$ cat src/rtl/ramst_pkg.sv
package ramst_pkg;

   typedef enum logic [2:0] {
      PH_ADDR = 3'd0,
      PH_INC  = 3'd1,
      PH_ALTW = 3'd2,
      PH_ALTR = 3'd3,
      PH_INV  = 3'd4
   } phase_t;

   typedef enum logic [2:0] {
      ST_IDLE  = 3'd0,
      ST_FETCH = 3'd1,
      ST_HOLD  = 3'd2,
      ST_WR    = 3'd3,
      ST_RD    = 3'd4,
      ST_CMP   = 3'd5
   } step_t;

   function automatic phase_t next_phase(input phase_t p);
      case (p)
         PH_ADDR: return PH_INC;
         PH_INC:  return PH_ALTW;
         PH_ALTW: return PH_ALTR;
         PH_ALTR: return PH_INV;
         default: return PH_INV;
      endcase
   endfunction

   function automatic step_t first_step(input phase_t p);
      case (p)
         PH_ADDR: return ST_WR;
         PH_INC:  return ST_FETCH;
         PH_ALTW: return ST_WR;
         PH_ALTR: return ST_RD;
         default: return ST_FETCH;
      endcase
   endfunction

endpackage

$ cat src/rtl/ramst_addr_seq.sv
module ramst_addr_seq #(
   parameter int AW = 8
) (
   input  logic          clk,
   input  logic          rst_n,
   input  logic          clr,
   input  logic          adv,
   output logic [AW-1:0] addr,
   output logic          last
);

   localparam logic [AW-1:0] TOP_ADDR = {AW{1'b1}};

   logic [AW:0] sum;

   assign sum  = {1'b0, addr} + {{AW{1'b0}}, 1'b1};
   assign last = sum[AW];

   always_ff @(posedge clk or negedge rst_n) begin
      if (!rst_n)
         addr <= '0;
      else if (clr)
         addr <= '0;
      else if (adv)
         addr <= sum[AW-1:0];
   end


   step_up_chk: assert property (@(posedge clk) disable iff (!rst_n)
      (adv && !clr && addr != TOP_ADDR) |=> (addr == $past(addr) + 1'b1));


   wrap_zero_chk: assert property (@(posedge clk) disable iff (!rst_n)
      (adv && !clr && addr == TOP_ADDR) |=> (addr == '0));

endmodule

$ cat src/rtl/ramst_pattern.sv
module ramst_pattern
   import ramst_pkg::*;
#(
   parameter int AW        = 8,
   parameter int DW        = 8,
   parameter bit EVEN_ONES = 1'b1
) (
   input  phase_t        phase,
   input  logic [AW-1:0] addr,
   input  logic [DW-1:0] hold,
   output logic [DW-1:0] wdata,
   output logic [DW-1:0] expect_val
);

   logic [DW-1:0] addr_ext;
   logic [DW-1:0] alt_val;

   assign addr_ext = DW'(addr);

   generate
      if (EVEN_ONES) begin : g_even_ones
         assign alt_val = addr[0] ? {DW{1'b0}} : {DW{1'b1}};
      end else begin : g_even_zeros
         assign alt_val = addr[0] ? {DW{1'b1}} : {DW{1'b0}};
      end
   endgenerate

   always_comb begin
      wdata      = addr_ext;
      expect_val = addr_ext;
      case (phase)
         PH_ADDR: begin
            wdata      = addr_ext;
            expect_val = addr_ext;
         end
         PH_INC: begin
            wdata      = hold + 1'b1;
            expect_val = addr_ext + 1'b1;
         end
         PH_ALTW, PH_ALTR: begin
            wdata      = alt_val;
            expect_val = alt_val;
         end
         default: begin
            wdata      = ~hold;
            expect_val = ~hold;
         end
      endcase
   end

endmodule

$ cat src/rtl/ramst_result.sv
module ramst_result #(
   parameter int AW = 8,
   parameter int DW = 8
) (
   input  logic          clk,
   input  logic          rst_n,
   input  logic          clr,
   input  logic          cmp_en,
   input  logic          finish_ok,
   input  logic [AW-1:0] addr,
   input  logic [DW-1:0] expect_val,
   input  logic [DW-1:0] rdata,
   output logic          mismatch,
   output logic          done,
   output logic          fail,
   output logic [AW-1:0] fail_addr,
   output logic [DW-1:0] fail_exp,
   output logic [DW-1:0] fail_obs
);

   assign mismatch = cmp_en && (rdata != expect_val);

   always_ff @(posedge clk or negedge rst_n) begin
      if (!rst_n) begin
         done      <= 1'b0;
         fail      <= 1'b0;
         fail_addr <= '0;
         fail_exp  <= '0;
         fail_obs  <= '0;
      end else if (clr) begin
         done      <= 1'b0;
         fail      <= 1'b0;
         fail_addr <= '0;
         fail_exp  <= '0;
         fail_obs  <= '0;
      end else if (mismatch) begin
         done      <= 1'b1;
         fail      <= 1'b1;
         fail_addr <= addr;
         fail_exp  <= expect_val;
         fail_obs  <= rdata;
      end else if (finish_ok) begin
         done      <= 1'b1;
      end
   end


   fail_capture_chk: assert property (@(posedge clk) disable iff (!rst_n)
      $rose(fail) |-> (done && fail_exp != fail_obs));


   done_hold_chk: assert property (@(posedge clk) disable iff (!rst_n)
      (done && !clr) |=> (done && $stable(fail) && $stable(fail_addr)
                          && $stable(fail_exp) && $stable(fail_obs)));

endmodule

$ cat src/rtl/ramst_engine.sv
module ramst_engine
   import ramst_pkg::*;
#(
   parameter int AW        = 8,
   parameter int DW        = 8,
   parameter bit EVEN_ONES = 1'b1
) (
   input  logic          clk,
   input  logic          rst_n,
   input  logic          start,
   output logic [AW-1:0] ram_addr,
   output logic [DW-1:0] ram_wdata,
   output logic          ram_we,
   input  logic [DW-1:0] ram_rdata,
   output logic          busy,
   output logic          done,
   output logic          fail,
   output logic [AW-1:0] fail_addr,
   output logic [DW-1:0] fail_exp,
   output logic [DW-1:0] fail_obs
);

   localparam logic [AW-1:0] TOP_ADDR = {AW{1'b1}};

   generate
      if (AW < 1) begin : g_bad_aw
         $error("ramst_engine: AW must be at least 1");
      end
      if (DW < AW) begin : g_bad_dw
         $error("ramst_engine: DW must not be narrower than AW");
      end
   endgenerate

   step_t         step;
   step_t         after_step;
   phase_t        phase;
   logic [DW-1:0] hold;
   logic [AW-1:0] addr;
   logic          last;
   logic          start_ok;
   logic          adv;
   logic          finish_ok;
   logic          mismatch;
   logic          cmp_en;
   logic [DW-1:0] expect_val;

   assign start_ok  = start && (step == ST_IDLE);
   assign cmp_en    = (step == ST_CMP);
   assign adv       = ((step == ST_WR) && (phase == PH_ALTW)) ||
                      (cmp_en && !mismatch);
   assign finish_ok = adv && last && (phase == PH_INV);

   always_comb begin
      if (last)
         after_step = (phase == PH_INV) ? ST_IDLE : first_step(next_phase(phase));
      else
         after_step = first_step(phase);
   end

   always_ff @(posedge clk or negedge rst_n) begin
      if (!rst_n) begin
         step  <= ST_IDLE;
         phase <= PH_ADDR;
         hold  <= '0;
      end else begin
         case (step)
            ST_IDLE: begin
               if (start_ok) begin
                  phase <= PH_ADDR;
                  step  <= first_step(PH_ADDR);
               end
            end
            ST_FETCH: step <= ST_HOLD;
            ST_HOLD: begin
               hold <= ram_rdata;
               step <= ST_WR;
            end
            ST_WR: step <= (phase == PH_ALTW) ? after_step : ST_RD;
            ST_RD: step <= ST_CMP;
            ST_CMP: step <= mismatch ? ST_IDLE : after_step;
            default: step <= ST_IDLE;
         endcase
         if (adv && last && phase != PH_INV)
            phase <= next_phase(phase);
      end
   end

   ramst_addr_seq #(.AW(AW)) i_addr_seq (
      .clk   (clk),
      .rst_n (rst_n),
      .clr   (start_ok),
      .adv   (adv),
      .addr  (addr),
      .last  (last)
   );

   ramst_pattern #(.AW(AW), .DW(DW), .EVEN_ONES(EVEN_ONES)) i_pattern (
      .phase      (phase),
      .addr       (addr),
      .hold       (hold),
      .wdata      (ram_wdata),
      .expect_val (expect_val)
   );

   ramst_result #(.AW(AW), .DW(DW)) i_result (
      .clk        (clk),
      .rst_n      (rst_n),
      .clr        (start_ok),
      .cmp_en     (cmp_en),
      .finish_ok  (finish_ok),
      .addr       (addr),
      .expect_val (expect_val),
      .rdata      (ram_rdata),
      .mismatch   (mismatch),
      .done       (done),
      .fail       (fail),
      .fail_addr  (fail_addr),
      .fail_exp   (fail_exp),
      .fail_obs   (fail_obs)
   );

   assign ram_addr = addr;
   assign ram_we   = (step == ST_WR);
   assign busy     = (step != ST_IDLE);


   quiet_after_done_chk: assert property (@(posedge clk) disable iff (!rst_n)
      done |-> !ram_we);


   stop_on_miss_chk: assert property (@(posedge clk) disable iff (!rst_n)
      mismatch |=> (!busy && done && fail));


   done_busy_excl_chk: assert property (@(posedge clk) disable iff (!rst_n)
      !(done && busy));


   sweep_wrap_chk: assert property (@(posedge clk) disable iff (!rst_n)
      (busy && $past(busy) && phase != $past(phase)) |-> ($past(addr) == TOP_ADDR));

endmodule

$ cat config.mk
export PLATFORM = sky130hd
export DESIGN_NAME = ramst_engine
export DESIGN_NICKNAME = d
export VERILOG_FILES = /design/src/rtl/ramst_pkg.sv /design/src/rtl/ramst_addr_seq.sv /design/src/rtl/ramst_pattern.sv /design/src/rtl/ramst_result.sv /design/src/rtl/ramst_engine.sv
export SDC_FILE = /design/constraint.sdc
export NUM_CORES = 1
export LEC_CHECK = 0
export BUFFER_PORTS_ARGS = -buffer_cell sky130_fd_sc_hd__buf_2
export CAP_MARGIN = 20
export CELL_PAD_IN_SITES_DETAIL_PLACEMENT = 1
export CELL_PAD_IN_SITES_GLOBAL_PLACEMENT = 1
export CORE_MARGIN = 2
export CORE_UTILIZATION = 45
export CTS_BUF_LIST = sky130_fd_sc_hd__clkbuf_8 sky130_fd_sc_hd__clkbuf_16
export CTS_CLUSTER_SIZE = 14
export DETAILED_ROUTE_END_ITERATION = 10
export PLACE_DENSITY = 0.9
export SETUP_SLACK_MARGIN = 0.05
export SYNTH_ARGS = -nofsm -noshare
export SYNTH_HDL_FRONTEND = slang
export SYNTH_SLANG_ARGS = --single-unit
$ cat constraint.sdc
create_clock -name clk -period 4.9 [get_ports clk]
set_input_delay 0 -clock clk [delete_from_list [all_inputs] [get_ports clk]]
set_output_delay 0 -clock clk [all_outputs]
set_load 0.02 [all_outputs]
==> run summary <==
Syn avg cell area - 8.56 um2
WS Path Type - reg -> reg
Dpl cell area - 3240 um2
Syn Nets - 357
Final Cell Area - 3440 um2
Port-buffer cells - 54
Final setup viols - 0
DR pass1 iterations - 4
Peak VDD IR - 0.257 mV
Actual slew at the worst max-slew pin - 0.870 ns
Family with the most delay on the worst path - compound AO/OA/AOI/OAI gates
Clock Sink Count - 48
Largest family of logic cells by synthesized area - compound AO/OA/AOI/OAI gates
Sum of buffers and inverters on the critical path - 2
RSZ-0062 raised after global routing - no
Lkg Pwr - 0.00160 uW
Data required time at the worst endpoint - 5.12 ns
Fin Setup TNS - 0 ns
DRC - 0
Most frequent cell after synthesis - nand2_1
Crit end category - register
Final Core Density - 54.2%
WP data arrival - 4.20 ns
Slowest-stage cell, CP - dfrtp_1
Post-synth cell types - 56
Peak Freq - 252 MHz
Hold Fails Final Rpt - 0
Post-synthesis xor/xnor area fraction - 2.68%
Die Span Y - 84.9 um
Dpl cells - 453
Simple logic cell fraction of the synthesized area - 22.2%
Register area share after synthesis - 40.8%
IO Pins - 55
Critical path cell sequence - nor3b_1, buf_4, o2111ai_1, a32oi_1, xor2_1, a2111oi_4, a311oi_4, buf_4, nand2_1, o21ai_0
# rows - 29
Max Slew Vio Count - 0
Type of the worst min-delay path - in -> reg
Syn-to-layout area delta - 16.8%
Tot Pwr - 1280 uW
Slowest cell delay on critical path - 0.75 ns
CP Max Fanout - 34
Vias - 2864
Post-DP HPWL - 6490 um
Yosys top cell area share - 40.8%
Slew headroom - 41.8%
Status - completed
Synthesized area - 2950 um2
Synth Area in Adders - 1.19%
Post-CTS resize count - 0
GRT Util Overall - 26.1%
Core footprint - 6350 um2
H-tree depth - 2
Total gr overflow - 0
DR iter-0 viols - 199
Mapped Cells - 344
Worst path most repeated cell - buf_4
Nets - 405
ANT cells - 0
Complex-gate fraction of the synthesized area - 24.8%
First-pass GRT wire length - 14800 um
Total Wirelength - 9140 um
CTS Buffer Depth - 2
EDFF count, synth - 0
Initial antenna violation count - 0
Fin crit period - 3.97 ns
Max Cap Viol - 0
Mux contribution to synthesized area - 3.78%
Top post-synthesis cells by count - 57 x nand2_1, 48 x dfrtp_1, 40 x o21ai_0
Final period util - 81.0%
Vias in the first global route - 2844
Die Footprint - 7210 um2
Clk_lat worst skew - 0.31 ns
Avg WL per Cell - 19.4 um
Synth area leader - dfrtp_1
Post-route ant nets - 0
Synth top area cells - dfrtp_1 41%, nand2_1 7.3%, o21ai_0 6.8%
Routability cong. - 0.907
Crit start category - register
Synthesized flop and latch total - 48
Initial Util - 46.4%
Routed vias/inst - 6.09
Post-Layout Cell Count - 470
CTS buffer count - 5
Die W - 84.9 um
TritonCTS clock tree - done
Fraction of layout cells with a size suffix above 1 - 20.6%
Ys Warns - 0
Top FF cell, synth - dfrtp_1
Power density over cell area - 373 nW/um2
Async set-or-reset flop fraction in the synthesized netlist - 100%
Root Driver - clkbuf_8
Pin count of the biggest net entering global routing - 45
Final clock skew - 0.0102 ns
Reg clk slew, reported paths - 0.10 ns
-- registers in the layout, summed over array words and instances, names as in the netlist --
| signal | count |
|---|---|
| hold | 8 |
| i_addr_seq.addr | 8 |
| i_result.done | 1 |
| i_result.fail | 1 |
| i_result.fail_addr | 8 |
| i_result.fail_exp | 8 |
| i_result.fail_obs | 8 |
| phase | 3 |
| step | 3 |
-- stage by stage --
step	hold slack, ns	setup slack [ns]
floorplan	-0.296	2.00
global placement	0.257	1.27
detailed placement	-0.0386	1.09
CTS	0.00160	1.05
global route	0.0178	0.596
finish	0.0141	0.929
-- placed cells by master, fill, tap and decap left out, types with 6 or more instances in the layout --
cell type | Yosys | final
a21oi_1 | 19 | 19
a21o_1 | 8 | 8
nor3_1 | 7 | 7
nor2_1 | 21 | 21
dfrtp_1 | 48 | 48
nand3_1 | 8 | 8
a211oi_1 | 7 | 7
buf_2 | 9 | 54
nor2b_1 | 6 | 6
mux2_2 | 9 | 9
and3_1 | 8 | 8
o21ai_0 | 40 | 40
nand2_1 | 57 | 57
a22oi_1 | 6 | 6
dlygate4sd3_1 | 0 | 8
clkbuf_8 | 0 | 6
-- what timing repair did --
item	4_1_cts	5_1_grt
setup buffers	0	0
hold buffers	8	0
endpoints found under the hold margin	58	0
-- final timing paths --
| path | start | to | slack (ns) | cells past startpoint |
|---|---|---|---|---|
| setup / recovery | phase[0] | i_result.fail_obs[0] | 0.93 | 10 |
| hold / removal | ram_rdata[4] | i_result.fail_obs[4] | 0.01 | 3 |
| setup reg to reg | phase[0] | i_result.fail_obs[0] | 0.93 | 10 |
| hold reg to reg | i_result.fail | i_result.fail | 0.50 | 2 |
| max in group asynchronous | rst_n | i_result.fail_exp[6] | 4.22 | 3 |
| min in group asynchronous | rst_n | step[2] | 0.15 | 2 |
-- per-layer routing --
layer / routed length (um) / track usage (%)
met1: 4000 / 35.3
met2: 4560 / 44.4
met3: 508 / 3.99
met4: 70 / 5.77
met5: 0 / 0
-- worst reg2reg max path, stage by stage (launching register included) --
cell and delay, ns:
dfrtp_1 0.75, nor3b_1 0.72, buf_4 0.28, o2111ai_1 0.11
a32oi_1 0.36, xor2_1 0.30, a2111oi_4 0.10, a311oi_4 0.62
buf_4 0.43, nand2_1 0.12, o21ai_0 0.10
-- cell type report --
type	count	area, um2
inverters	5	18.8
fillers	785	2910
multi-input cells	265	1610
clock buffers	6	82.6
repair buffers	67	420
clock inverters	2	13.8
flip-flops and latches	48	1200
well taps	77	96.3
-- kinds of logic (layout without fill, tap and decap cells) --
kind of cell	after synthesis	count (layout)
DFF	48	48
and+or+nand+nor	135	135
muxes	10	10
AOI/OAI and AO/OA	108	108
adders and majority gates	3	3
xor gates and xnor gates	9	9
buffers and inverters	31	80
-- report_power, final --
group	switching, uW	leakage (uW)	internal (uW)
Combinational	265	0.000915	176
Sequential	98.7	0.000638	482
Clock	147	0.0000516	116
Power figures use the tool's default switching activity.
